--- config.mk ---
export PLATFORM = sky130hd
export DESIGN_NAME = port_grant_picker
export DESIGN_NICKNAME = d
export VERILOG_FILES = /design/src/rtl/port_grant_pkg.sv /design/src/rtl/fu_pick_one.sv /design/src/rtl/fu_pick_chain.sv /design/src/rtl/req_stage.sv /design/src/rtl/port_grant_picker.sv
export SDC_FILE = /design/constraint.sdc
export NUM_CORES = 1
export LEC_CHECK = 0
export BUFFER_PORTS_ARGS = -buffer_cell sky130_fd_sc_hd__buf_2
export CAP_MARGIN = 20
export CELL_PAD_IN_SITES_DETAIL_PLACEMENT = 0
export CELL_PAD_IN_SITES_GLOBAL_PLACEMENT = 1
export CORE_MARGIN = 1
export CORE_UTILIZATION = 33
export CTS_BUF_LIST = sky130_fd_sc_hd__clkbuf_16
export CTS_CLUSTER_SIZE = 20
export DETAILED_ROUTE_END_ITERATION = 16
export GPL_ROUTABILITY_DRIVEN = 1
export PLACE_DENSITY = 0.74
export SYNTH_ARGS = -nofsm -noshare
export SYNTH_HDL_FRONTEND = slang
export SYNTH_SLANG_ARGS = --single-unit
--- constraint.sdc ---
create_clock -name clk -period 5.3 [get_ports clk]
set_clock_uncertainty 0.2 [all_clocks]
set_input_delay 1.06 -clock clk [delete_from_list [all_inputs] [get_ports clk]]
set_output_delay 1.06 -clock clk [all_outputs]
set_load 0.02 [all_outputs]
--- src/rtl/port_grant_pkg.sv ---
package port_grant_pkg;
   // Request latency variants used by the request stage.
   typedef enum int {
      REQ_DIRECT  = 0,
      REQ_DELAYED = 1
   } req_latency_e;
endpackage

--- src/rtl/fu_pick_one.sv ---
module fu_pick_one #(
   parameter int NUM_FU = 16
) (
   input  logic [NUM_FU-1:0] req_i,
   input  logic [NUM_FU-1:0] avail_i,
   output logic [NUM_FU-1:0] gnt_o,
   output logic [NUM_FU-1:0] left_o
);
   logic [NUM_FU-1:0] cand;

   always_comb begin
      cand   = req_i & avail_i;
      gnt_o  = cand & (~cand + NUM_FU'(1));
      left_o = avail_i & ~gnt_o;
   end

   // a single picker grants one unit at most, and only one that asked
   always_comb begin
      a_r2_pick_onehot : assert ($onehot0(gnt_o));
      a_r4_pick_subset : assert ((gnt_o & ~cand) == '0);
   end
endmodule

--- src/rtl/fu_pick_chain.sv ---
module fu_pick_chain #(
   parameter int NUM_FU    = 16,
   parameter int NUM_PORTS = 8
) (
   input  logic [NUM_FU-1:0]           req_i,
   output logic [NUM_PORTS*NUM_FU-1:0] gnt_o
);
   logic [NUM_FU-1:0] avail [NUM_PORTS+1];

   assign avail[0] = '1;

   for (genvar k = 0; k < NUM_PORTS; k++) begin : g_port
      fu_pick_one #(.NUM_FU(NUM_FU)) u_pick (
         .req_i  (req_i),
         .avail_i(avail[k]),
         .gnt_o  (gnt_o[k*NUM_FU +: NUM_FU]),
         .left_o (avail[k+1])
      );
   end
endmodule

--- src/rtl/req_stage.sv ---
module req_stage #(
   parameter int                           NUM_FU  = 16,
   parameter port_grant_pkg::req_latency_e LATENCY = port_grant_pkg::REQ_DIRECT
) (
   input  logic              clk,
   input  logic              rst_n,
   input  logic [NUM_FU-1:0] req_i,
   output logic [NUM_FU-1:0] req_o
);
   if (LATENCY == port_grant_pkg::REQ_DELAYED) begin : g_delay
      logic [NUM_FU-1:0] req_q;
      always_ff @(posedge clk or negedge rst_n) begin
         if (!rst_n) req_q <= '0;
         else        req_q <= req_i;
      end
      assign req_o = req_q;
   end else begin : g_direct
      assign req_o = req_i;
   end
endmodule

--- src/rtl/port_grant_picker.sv ---
module port_grant_picker #(
   parameter int NUM_FU    = 16,
   parameter int NUM_PORTS = 8
) (
   input  logic                        clk,
   input  logic                        rst_n,
   input  logic [NUM_FU-1:0]           readable_i,
   input  logic [NUM_FU-1:0]           writable_i,
   output logic [NUM_PORTS*NUM_FU-1:0] go_rd_o,
   output logic [NUM_PORTS*NUM_FU-1:0] go_wr_o
);
   import port_grant_pkg::*;

   localparam int GW = NUM_PORTS * NUM_FU;

   if (NUM_FU < 1) begin : g_bad_fu
      $error("port_grant_picker: NUM_FU must be at least 1");
   end
   if (NUM_PORTS < 1) begin : g_bad_ports
      $error("port_grant_picker: NUM_PORTS must be at least 1");
   end

   logic [NUM_FU-1:0] rd_req, wr_req;
   logic [GW-1:0]     rd_pick, wr_pick;

   req_stage #(.NUM_FU(NUM_FU), .LATENCY(REQ_DELAYED)) u_rd_stage (
      .clk(clk), .rst_n(rst_n), .req_i(readable_i), .req_o(rd_req)
   );
   req_stage #(.NUM_FU(NUM_FU), .LATENCY(REQ_DIRECT)) u_wr_stage (
      .clk(clk), .rst_n(rst_n), .req_i(writable_i), .req_o(wr_req)
   );

   fu_pick_chain #(.NUM_FU(NUM_FU), .NUM_PORTS(NUM_PORTS)) u_rd_chain (
      .req_i(rd_req), .gnt_o(rd_pick)
   );
   fu_pick_chain #(.NUM_FU(NUM_FU), .NUM_PORTS(NUM_PORTS)) u_wr_chain (
      .req_i(wr_req), .gnt_o(wr_pick)
   );

   always_ff @(posedge clk or negedge rst_n) begin
      if (!rst_n) begin
         go_rd_o <= '0;
         go_wr_o <= '0;
      end else begin
         go_rd_o <= rd_pick;
         go_wr_o <= wr_pick;
      end
   end

   // Union of the per-port slices, used by the checks below.
   logic [NUM_FU-1:0] rd_any, wr_any;
   always_comb begin
      rd_any = '0;
      wr_any = '0;
      for (int k = 0; k < NUM_PORTS; k++) begin
         rd_any |= go_rd_o[k*NUM_FU +: NUM_FU];
         wr_any |= go_wr_o[k*NUM_FU +: NUM_FU];
      end
   end

   for (genvar k = 0; k < NUM_PORTS; k++) begin : g_chk
      a_r2_rd_port_onehot : assert property (@(posedge clk) disable iff (!rst_n)
         $onehot0(go_rd_o[k*NUM_FU +: NUM_FU]));
      a_r2_wr_port_onehot : assert property (@(posedge clk) disable iff (!rst_n)
         $onehot0(go_wr_o[k*NUM_FU +: NUM_FU]));
   end

   a_r3_rd_disjoint : assert property (@(posedge clk) disable iff (!rst_n)
      $countones(go_rd_o) == $countones(rd_any));
   a_r3_wr_disjoint : assert property (@(posedge clk) disable iff (!rst_n)
      $countones(go_wr_o) == $countones(wr_any));
   a_r1_wr_from_req : assert property (@(posedge clk) disable iff (!rst_n)
      (wr_any & ~$past(writable_i)) == '0);
   a_r1_rd_from_req : assert property (@(posedge clk) disable iff (!rst_n)
      (rd_any & ~$past(readable_i, 2)) == '0);
   a_r6_wr_idle : assert property (@(posedge clk) disable iff (!rst_n)
      ($past(writable_i) == '0) |-> (go_wr_o == '0));
   a_r7_rd_after_reset : assert property (@(posedge clk)
      !rst_n |=> (go_rd_o == '0));
endmodule

==> metrics, run 1 <==
Synth Flop Type dfrtp_1; Initial Util between 30% and 40%; fraction of layout cells with a size suffix above 1 27.9%; Pwr Density about 340 nW/um^2; Final Net Count ~1400; Area contributors post-synth dfrtp_1 56%, nor2_1 4.3%, nand2_1 3.1%; synth-to-layout area growth 26.1%; post-route clock period utilization 88.9%; top-count cell post-synth dfrtp_1; maximum capacitance violations 0; H-tree depth 1; RSZ-0062 raised after global routing no; WL/cell 15.5 um; Mean Syn Cell Area a little over 10 um^2; postcts setup bufs 0; largest net degree at the start of global routing approximately 120; initial antenna violation count 2; Worst Path Required between 5 and 6 ns; Routed Antenna Nets 0; Hold WC Path Type flip-flop to flip-flop; EDFF count, synth 0; TritonRoute pass-1 iters 5; cells after synthesis between 1000 and 1500; Fin Setup TNS 0 ns; Reg2Reg Setup Slack 0.59 ns; Rows 66; DRC 0; fillers 3246; Max Fclk between 200 and 250 MHz; core area 32900 um^2; IO Port Bufs 275; RD Place Congestion 0.852; Die H 186 um; register area between 6000 and 7000 um^2; register area share after synthesis a little under three fifths; ys async rst share between 90% and 100%; Slew Limit Headroom around two fifths; area of the multi-input gates between 4000 and 5000 um^2; Clk Latency, worst-skew pair around 0.54 ns; top cell type's share of synthesized area between 50% and 60%; Slew @ Worst Pin 0.899 ns; global-route wire length before repair roughly 45000 um; Mapped Area between 10000 and 15000 um^2; r2r endpoint go_rd_o[127]$_DFF_PN0_; Tot GR Track Use between 15 and 20%; hold depth 1; Hold Fails Final Rpt 0; worst reg2reg path startpoint u_rd_stage.req_o[5]$_DFF_PN0_; via count 9048; overall power around 4.7 mW; CTS max path bufs 3; number of hold buffers added after CTS 0; cts repair resizes 0; Worst R2R Path Depth 12; min-delay src u_rd_stage.req_o[14]$_DFF_PN0_; I/O pin total a little under 300; Starting DRT DRC Count approximately 440; Period minus WS final 4.71 ns; count of cell types in the netlist a little under 90; Die X 186 um; commonest cells in the netlist 248 x dfrtp_1, 127 x nor2_1, 92 x nand2_1, 61 x nor3_1, 54 x a21oi_1; Setup CP Type flip-flop to flip-flop; status finished, final reports clean; kind of end point of the critical path flip-flop; largest area contributor in the netlist dfrtp_1; die area 34500 um^2; CTS Root Cell clkbuf_16; Reg clk slew, reported paths ~0.06 ns; Arr. time, crit path between 4 and 5 ns; post-DR vias/cell slightly below 5; drt total wl 28700 um; CTS buffer count 28; static leakage around 7.1 nW; VDD IR max between 0.0002 and 0.00025 V; post-DP HPWL between 20000 and 25000 um; # clock sinks ~250; vias in the first global route 8564; Worst Setup SP u_rd_stage.req_o[5]$_DFF_PN0_; Final setup viols 0; CP Max Fanout 17; Synth Register Bits ~250; YS warnings 0; CP startpoint kind flip-flop; CTS tree done; Final Slew Violations 0; Hold EP go_rd_o[15]$_DFF_PN0_; grt ovf 0
per-layer routing:
metal  global-route usage [%]  part of all wire (%)
met5                        0                  0.11
met4                     4.03                   1.6
met3                     3.33                   6.7
met1                     21.4                    44
met2                     28.0                    48
cells in the final DEF (no fill, tap or decap), drive strengths merged, types with 5 or more instances in the layout:
master | synthesis | final
or3 | 5 | 5
a21oi | 57 | 57
o311ai | 5 | 5
nor2 | 130 | 130
xor2 | 7 | 7
a31o | 8 | 8
nor4 | 11 | 11
or2 | 9 | 9
o21a | 5 | 5
xnor2 | 16 | 16
o31ai | 7 | 7
nor4b | 8 | 8
nand2b | 6 | 6
o22ai | 12 | 12
nand2 | 92 | 92
buf | 38 | 311
o211ai | 8 | 8
and2 | 25 | 25
nor3b | 17 | 17
inv | 13 | 17
nand4 | 5 | 5
nor3 | 64 | 64
a21boi | 6 | 6
and3 | 24 | 24
a21o | 11 | 11
o21ai | 45 | 45
nand3 | 22 | 22
dfrtp | 248 | 248
clkinv | 0 | 10
o211a | 7 | 7
nor2b | 16 | 16
clkbuf | 50 | 29
a31oi | 16 | 16
conb | 1 | 46
mux2i | 8 | 8
maj3 | 15 | 15
a211oi | 12 | 12
how the worst max path moves through the flow:
stage,endpoint,slack (ns),cells after the start
floorplan,go_wr_o[127]$_DFF_PN0_,0.67,14
global placement,go_wr_o[127]$_DFF_PN0_,0.34,11
detailed placement,go_wr_o[127]$_DFF_PN0_,0.24,13
CTS,go_rd_o[127]$_DFF_PN0_,0.57,12
global route,go_rd_o[127]$_DFF_PN0_,0.10,11
finish,go_rd_o[127]$_DFF_PN0_,0.59,12
critical path: stages, from the launching register on:
cell and delay [ns]:
dfrtp_1 0.65, maj3_1 0.37, o31ai_2 0.13, a21oi_1 0.62, buf_4 0.27, o311ai_1 0.18, nor2_1 0.51, nand2_1 0.24
a41o_1 0.43, maj3_1 0.40, a31oi_1 0.30, o21bai_1 0.10, a211oi_1 0.22
flip-flops by register name, summed over array words and instances, names as in the netlist:
name / cells
go_wr_o: 116
go_rd_o: 116
u_rd_stage.req_o: 16
through the flow:
step / area (um^2) / worst slack [ns] / util, % / hold WS (ns) / instances
after CTS: 14000 / 0.574 / 42.7 / 0.337 / 1844
after detailed placement: 13100 / 0.235 / 39.8 / 0.328 / 1795
after floorplan: 11300 / 0.670 / - / 0.152 / 1130
after global routing: 14000 / 0.100 / 42.7 / 0.374 / 1844
final: 14000 / 0.591 / 42.7 / 0.339 / 1845
after global placement: 13100 / 0.342 / 39.8 / 0.326 / 1795
final cells by class:
type | count | area share, %
well taps | 442 | 3.94
repair buffers | 311 | 12.1
flip-flops and latches | 248 | 44.2
diodes | 1 | 0.0178
clock inverters | 20 | 1.54
multi-input cells | 781 | 32.7
inverters | 13 | 0.348
clock buffers | 29 | 5.17
cells by family (layout without fill, tap and decap cells):
| group | Yosys count | after routing | share of synthesized area (%) |
|---|---|---|---|
| AOI/OAI and AO/OA | 244 | 244 | 15.7 |
| xor gates and xnor gates | 23 | 23 | 1.81 |
| adders and majority gates | 15 | 15 | 1.36 |
| buffers and inverters | 101 | 373 | 4.49 |
| DFF | 248 | 248 | 55.8 |
| muxes | 8 | 8 | 0.719 |
| other | 1 | 47 | 0.0337 |
| and+or+nand+nor | 445 | 445 | 20.1 |
where the power goes:
part | internal (mW) | total, mW | switching, mW
clock network | 1.19 | 1.95 | 0.765
logic | 0.251 | 0.772 | 0.522
registers | 1.99 | 2.03 | 0.0403
Power figures use the tool's default switching activity.
==> inputs of run 2 (changes only) <==
ABC_AREA = 1   (was not set)
PLACE_DENSITY = 0.77   (was 0.74)
==> run 2 against run 1 <==
  * Utilization up 0.25 points
  * Total power down 10%
  * Largest cell class unchanged
  * Critical path depth is 10 higher
  * Sequential cell count stayed put
  * Area after synthesis is 12% lower
  * Synthesized cell count is 8.2% lower
  * Count of clock-buffer cells in the layout down 2
  * Die area decreased by 12%
==> metrics, run 2 <==
Hold Fails Final Rpt 0 (unchanged); Synth Area in Simple Gates 28.9% (was 20.1%); largest area contributor in the netlist dfrtp_1 (unchanged); Final setup viols 0 (unchanged); # clock sinks 248 (unchanged); Reg2Reg Setup Slack 1.92 ns (was 0.59 ns); Setup CP Type input port to flip-flop (was flip-flop to flip-flop); commonest cells in the netlist 248 x dfrtp_1, 227 x nor2_1, 158 x nand2_1, 88 x inv_1, 47 x nand2_2 (was 248 x dfrtp_1, 127 x nor2_1, 92 x nand2_1, 61 x nor3_1, 54 x a21oi_1); Final Net Count 1359 (was 1417); Tot GR Track Use 15.4% (was 16.5%); worst reg2reg path startpoint u_rd_stage.req_o[0]$_DFF_PN0_ (was u_rd_stage.req_o[5]$_DFF_PN0_); commonest non-fill, non-tap cell in the layout buf_2 (unchanged); dpl cells 1680 (was 1795); Synth Flop Type dfrtp_1 (unchanged); postcts setup bufs 0 (unchanged); Pwr Density 344 nW/um^2 (was 338 nW/um^2); Fin Setup TNS 0 ns (unchanged); WL/cell 13.2 um (was 15.5 um); post-synthesis xor/xnor area fraction 0% (was 1.81%); post-route clock period utilization 64.7% (was 88.9%); initial antenna violation count 0 (was 2); die area 30300 um^2 (was 34500 um^2); area of the multi-input gates 3090 um^2 (was 4590 um^2); min-delay src u_rd_stage.req_o[13]$_DFF_PN0_ (was u_rd_stage.req_o[14]$_DFF_PN0_); kind of end point of the critical path flip-flop (unchanged); most frequent cells in the layout 274 x buf_2, 248 x dfrtp_1, 227 x nor2_1 (was 274 x buf_2, 248 x dfrtp_1, 127 x nor2_1); Die H 174 um (was 186 um); top cell type's share of synthesized area 63.6% (was 55.8%); I/O pin total 290 (unchanged); TritonRoute pass-1 iters 4 (was 5); RD Place Congestion 0.785 (was 0.852); CTS buffer count 27 (was 28); CTS tree done (unchanged); fraction of layout cells with a size suffix above 1 34.4% (was 27.9%); met2 usage 26.4% (was 28.0%); GR Util met1 18.2% (was 21.4%); gr busiest metal met2 (unchanged); drt total wl 22800 um (was 28700 um); global-route wire length before repair 37100 um (was 45400 um); Clk Latency, worst-skew pair 0.52 ns (was 0.54 ns); Period minus WS final 3.43 ns (was 4.71 ns); CP max-delay cell nor2_2 (was dfrtp_1); Slew @ Worst Pin 0.769 ns (was 0.899 ns); critical-path cell list buf_2, nor2_4, nand3_1, nand2_2, nand2_2, nor2_4, inv_2, nand2_2, nand3_2, nor2_2, nand2_1, nand2_1, nor2_2, nor2_4, nand2_2, nand2_2, nand3_1, nand2_1, nand3_1, nand2_1, nand3_1, nor2_1 (was maj3_1, o31ai_2, a21oi_1, buf_4, o311ai_1, nor2_1, nand2_1, a41o_1, maj3_1, a31oi_1, o21bai_1, a211oi_1); Starting DRT DRC Count 182 (was 439); largest family of logic cells by synthesized area simple AND/OR/NAND/NOR gates (unchanged); Slew Limit Headroom 48.7% (was 40.0%); status finished, final reports clean (unchanged); CTS max path bufs 3 (unchanged); fillers 2912 (was 3246); cells after synthesis 996 (was 1085); post-DP HPWL 17800 um (was 21000 um); register area share after synthesis 63.6% (was 55.8%); Mapped Area 9760 um^2 (was 11100 um^2); core area 28900 um^2 (was 32900 um^2); Initial Util 33.8% (was 33.9%); VDD IR max 0.000178 V (was 0.000209 V); synth-to-layout area growth 27.1% (was 26.1%); Synth Register Bits 248 (unchanged); Worst Setup SP writable_i[0] (was u_rd_stage.req_o[5]$_DFF_PN0_); GRT met3 Usage 5.82% (was 3.33%); YS warnings 0 (unchanged); Reg clk slew, reported paths 0.05 ns (was 0.06 ns); CTS Root Cell clkbuf_16 (unchanged); grt ovf 0 (unchanged); Worst Path Required 5.55 ns (was 5.54 ns); proportion of synthesized area in mux cells 0% (was 0.719%); Worst R2R Path Depth 21 (was 12); Routed Antenna Nets 0 (unchanged); Hold EP go_rd_o[14]$_DFF_PN0_ (was go_rd_o[15]$_DFF_PN0_); Worst path max stage delay 0.19 ns (was 0.65 ns); Area contributors post-synth dfrtp_1 64%, nor2_1 8.7%, nand2_1 6.1% (was dfrtp_1 56%, nor2_1 4.3%, nand2_1 3.1%); RSZ-0062 raised after global routing no (unchanged); DRC 0 (unchanged); Hold WC Path Type flip-flop to flip-flop (unchanged); EDFF count, synth 0 (unchanged); area fraction in compound gates after synthesis 1.00% (was 15.7%); Final Slew Violations 0 (unchanged); Arr. time, crit path 3.68 ns (was 4.95 ns); top-count cell post-synth dfrtp_1 (unchanged); largest net degree at the start of global routing 103 (was 115); count of cell types in the netlist 26 (was 88); static leakage 7.16 nW (was 7.10 nW); Synth Area in Adders 0% (was 1.36%); H-tree depth 1 (unchanged); IO Port Bufs 275 (unchanged); r2r endpoint go_rd_o[111]$_DFF_PN0_ (was go_rd_o[127]$_DFF_PN0_); maximum capacitance violations 0 (unchanged); Max Fclk 292 MHz (was 212 MHz); ys async rst share 100% (unchanged); register area 6210 um^2 (unchanged); post-DR vias/cell 4.14 (was 4.90); cts repair resizes 0 (unchanged); Layout Cells excl Fill 1726 (was 1845); Mean Syn Cell Area 9.79 um^2 (was 10.3 um^2); CP Max Fanout 6 (was 17); crit-path most repeated cell nand2_2 (was maj3_1); Die X 174 um (was 186 um); via count 7139 (was 9048); vias in the first global route 7281 (was 8564); number of hold buffers added after CTS 0 (unchanged); hold depth 1 (unchanged); Rows 62 (was 66); CP startpoint kind input port (was flip-flop); Ant. Diodes 0 (was 1)
==> run 2: changes by cell type after synthesis, moves of 31 or more <==
cell,before,now
nor2_1,127,227
clkbuf_1,49,0
nand2_2,0,47
inv_1,13,88
o21ai_0,37,0
a21oi_1,54,11
inv_2,0,31
nand2_1,92,158
==> run 2: cell type report <==
type | instances | area share [%]
Multi-Input combinational cell | 650 | 24.9
Inverter | 119 | 3.60
Tap cell | 384 | 3.87
Clock inverter | 19 | 0.676
Clock buffer | 27 | 5.45
Sequential cell | 248 | 50.0
Timing Repair Buffer | 279 | 11.4
==> run 2: cell families (layout without fill, tap and decap cells) <==
family / after synthesis / in the layout
buffers and inverters: 143 / 444
AND/OR/NAND/NOR: 587 / 587
other: 1 / 46
AO/OA/AOI/OAI: 17 / 17
flip-flops: 248 / 248
==> run 2: worst max path at each step <==
stage,to,slack [ns],depth (start not counted)
6_report,go_wr_o[127]$_DFF_PN0_,1.87,22
2_1_floorplan,go_wr_o[127]$_DFF_PN0_,1.86,20
3_3_place_gp,go_wr_o[127]$_DFF_PN0_,1.35,22
3_5_place_dp,go_wr_o[127]$_DFF_PN0_,1.31,22
4_1_cts,go_rd_o[111]$_DFF_PN0_,1.77,21
5_1_grt,go_rd_o[111]$_DFF_PN0_,1.33,19
==> run 2: metrics by stage <==
step	area, um^2	util, %	worst slack (ns)	total power [mW]	hold slack [ns]
2_1_floorplan	9920	-	1.86	2.48	0.256
3_3_place_gp	11600	40.3	1.35	2.68	0.278
3_5_place_dp	11600	40.3	1.31	2.69	0.292
4_1_cts	12400	43.0	1.77	4.35	0.295
5_1_grt	12400	43.0	1.33	4.48	0.322
6_report	12400	43.0	1.87	4.27	0.291
==> run 2: critical path: cells and delay by family <==
kind / cells / cell delay [ns]
and+or+nand+nor: 20 / 2.41
buffers and inverters: 2 / 0.21
==> run 2: metal layers <==
metal | routed length [um] | part of all wire [%]
met1 | 9360 | 41
met5 | 0 | 0
met3 | 2160 | 9.4
met4 | 382 | 1.7
met2 | 10900 | 48
==> run 2: power by group <==
| part | internal [mW] | switching, mW |
|---|---|---|
| registers | 1.99 | 0.0302 |
| logic | 0.172 | 0.455 |
| clock network | 0.913 | 0.712 |
| total | 3.07 | 1.20 |
==> inputs of run 3 (changes only) <==
PLACE_DENSITY = 0.79   (was 0.77)
clock period = 3.1 ns   (was 5.3 ns; I/O delays follow)
==> run 3 against run 2 <==
  * Final cell count is 17% higher
  * Combinational power rose to 2.5 times the previous value
  * Hold slack worse by 0.25 ns
  * Largest power group unchanged
  * Global-route usage grew 1.9 points
  * Clock power up 88%
  * Total power rose by 89%
  * Sequential share of layout area decreased by 10 points
  * First-iteration DRC count increased by 28%
  * Via count increased by 17%
  * The run now ends with negative setup slack left
  * Non-clock buffer count grew 292
==> metrics, run 3 (synthesized netlist as in run 2, its figures left out) <==
CTS Root Cell clkbuf_16 (unchanged); Final setup viols 5 (was 0); Worst R2R Path Depth 22 (was 21); Worst Path Required 3.36 ns (was 5.55 ns); Hold WC Path Type input port to flip-flop (was flip-flop to flip-flop); initial antenna violation count 1 (was 0); hold depth 1 (unchanged); Die H 174 um (unchanged); I/O pin total 290 (unchanged); vias in the first global route 8715 (was 7281); Reg2Reg Setup Slack -0.12 ns (was 1.92 ns); global-route wire length before repair 42100 um (was 37100 um); overall power 8.09 mW (was 4.27 mW); kind of end point of the critical path flip-flop (unchanged); Setup CP Type flip-flop to flip-flop (was input port to flip-flop); RD Place Congestion 0.803 (was 0.785); TritonRoute pass-1 iters 4 (unchanged); post-DP HPWL 19400 um (was 17800 um); Slew @ Worst Pin 0.563 ns (was 0.769 ns); CTS buffer count 27 (unchanged); WL/cell 12.9 um (was 13.2 um); Arr. time, crit path 3.48 ns (was 3.68 ns); min-delay src readable_i[9] (was u_rd_stage.req_o[13]$_DFF_PN0_); CTS max path bufs 3 (unchanged); VDD IR max 0.000350 V (was 0.000178 V); drt total wl 26000 um (was 22800 um); Die X 174 um (unchanged); # clock sinks 248 (unchanged); r2r endpoint go_rd_o[127]$_DFF_PN0_ (was go_rd_o[111]$_DFF_PN0_); Rows 62 (unchanged); critical-path cell list nor2_4, nand2_2, nand2_4, nand2_4, nor2_4, nor2_4, nor2_4, nand3_4, nand2_4, nand3_4, nor2_4, buf_4, nand4_1, nand2_2, inv_2, nand2_4, inv_2, nor2_4, nor2_1, nand2_1, nand3_1, nor2_1 (was buf_2, nor2_4, nand3_1, nand2_2, nand2_2, nor2_4, inv_2, nand2_2, nand3_2, nor2_2, nand2_1, nand2_1, nor2_2, nor2_4, nand2_2, nand2_2, nand3_1, nand2_1, nand3_1, nand2_1, nand3_1, nor2_1); Slew Limit Headroom 62.5% (was 48.7%); Reg clk slew, reported paths 0.06 ns (was 0.05 ns); Tot GR Track Use 17.3% (was 15.4%); Fin Setup TNS -0.383 ns (was 0 ns); Hold EP u_rd_stage.req_o[9]$_DFF_PN0_ (was go_rd_o[14]$_DFF_PN0_); H-tree depth 1 (unchanged); CP startpoint kind flip-flop (was input port); most frequent cells in the layout 276 x buf_4, 274 x buf_2, 247 x dfrtp_1 (was 274 x buf_2, 248 x dfrtp_1, 227 x nor2_1); largest net degree at the start of global routing 73 (was 103); Initial Util 33.8% (unchanged); final worst slack -0.120 ns (was 1.87 ns); maximum capacitance violations 0 (unchanged); post-route clock period utilization 104%; IO Port Bufs 275 (unchanged); CTS tree done (unchanged); Worst path max stage delay 0.44 ns (was 0.19 ns); post-DR vias/cell 4.15 (was 4.14); synth-to-layout area growth 59.3% (was 27.1%); core area 28900 um^2 (unchanged); Max Fclk between 300 and 400 MHz; worst reg2reg path startpoint u_rd_stage.req_o[0]$_DFF_PN0_ (unchanged); RSZ-0062 raised after global routing yes (was no); Hold Fails Final Rpt 0 (unchanged); Starting DRT DRC Count 233 (was 182); grt ovf 0 (unchanged); static leakage 8.72 nW (was 7.16 nW); Final Net Count 1651 (was 1359); status finished with violations (was finished, final reports clean); crit-path most repeated cell nor2_4 (was nand2_2); Routed Antenna Nets 0 (unchanged); Pwr Density 520 nW/um^2 (was 344 nW/um^2); fraction of layout cells with a size suffix above 1 53.5% (was 34.4%); die area 30300 um^2 (unchanged); DRC 0 (unchanged); CP Max Fanout 5 (was 6); Period minus WS final roughly 3.2 ns; commonest non-fill, non-tap cell in the layout buf_4 (was buf_2); CP max-delay cell dfrtp_2 (was nor2_2); Final Slew Violations 0 (unchanged); Clk Latency, worst-skew pair 0.52 ns (about the same); via count 8385 (was 7139); failing checks negative setup slack
==> run 3: changes by cell type in the layout (fill, tap and decap cells not counted), sizes merged <==
cell	change
clkinvlp	+1
buf	+276
clkinv	-2
diode	+1
dlygate4sd3	+16
bufinv	+3
inv	-1
==> run 3: worst max-delay path: cells and delay by family (launching register included) <==
family,cells,cell delay (ns)
flops,1,0.44
buf+inv,3,0.23
simple gates,19,2.27
==> run 3: power breakdown <==
part           switching, mW  internal [mW]  total (mW)
sequential            0.0503           3.40        3.45
combinational          0.958          0.611        1.57
clock                   1.25           1.82        3.07
==> run 3: area by class of cell <==
class                      count  area (um^2)
multi-input combinational    650         3870
sequential                   248         6210
antenna                        1         2.50
inverter                     119          447
tap                          384          480
timing repair buffer         571         3690
fill                        2585        13300
clock inverter                20          170
clock buffer                  27          676
==> run 3: through the flow <==
step / worst slack [ns] / instance area (um^2) / cells / util, % / hold slack, ns
global placement: -0.302 / 13400 / 1910 / 46.5 / 0.276
global route: -0.406 / 15500 / 2019 / 53.9 / 0.0257
floorplan: 0.0996 / 9920 / 1041 / - / 0.124
detailed placement: -0.407 / 13400 / 1910 / 46.5 / 0.285
CTS: -0.0259 / 14900 / 2000 / 51.7 / 0.0300
finish: -0.120 / 15500 / 2020 / 53.9 / 0.0413
==> run 3: worst max path at each step <==
stage / from / endpoint
after floorplan: writable_i[5] / go_wr_o[127]$_DFF_PN0_
after global placement: writable_i[0] / go_wr_o[126]$_DFF_PN0_
after detailed placement: writable_i[0] / go_wr_o[127]$_DFF_PN0_
after CTS: u_rd_stage.req_o[1]$_DFF_PN0_ / go_rd_o[111]$_DFF_PN0_
after global routing: u_rd_stage.req_o[0]$_DFF_PN0_ / go_rd_o[127]$_DFF_PN0_
final: u_rd_stage.req_o[0]$_DFF_PN0_ / go_rd_o[127]$_DFF_PN0_
==> run 3: what timing repair did <==
item,4_1_cts,5_1_grt
resized for setup,85,118
pin swaps,36,54
hold buffers,16,0
endpoints found under the setup margin,11,30
buffers inserted,27,19
hold endpoints to repair,82,0
==> run 3: metal layers <==
layer | track usage, % | vias up | part of all wire [%]
li1 | - | 4219 | -
met1 | 18.7 | 3874 | 37
met2 | 31.2 | 248 | 50
met3 | 7.33 | 44 | 11
met4 | 4.13 | 0 | 1.9
met5 | 0 | - | 0
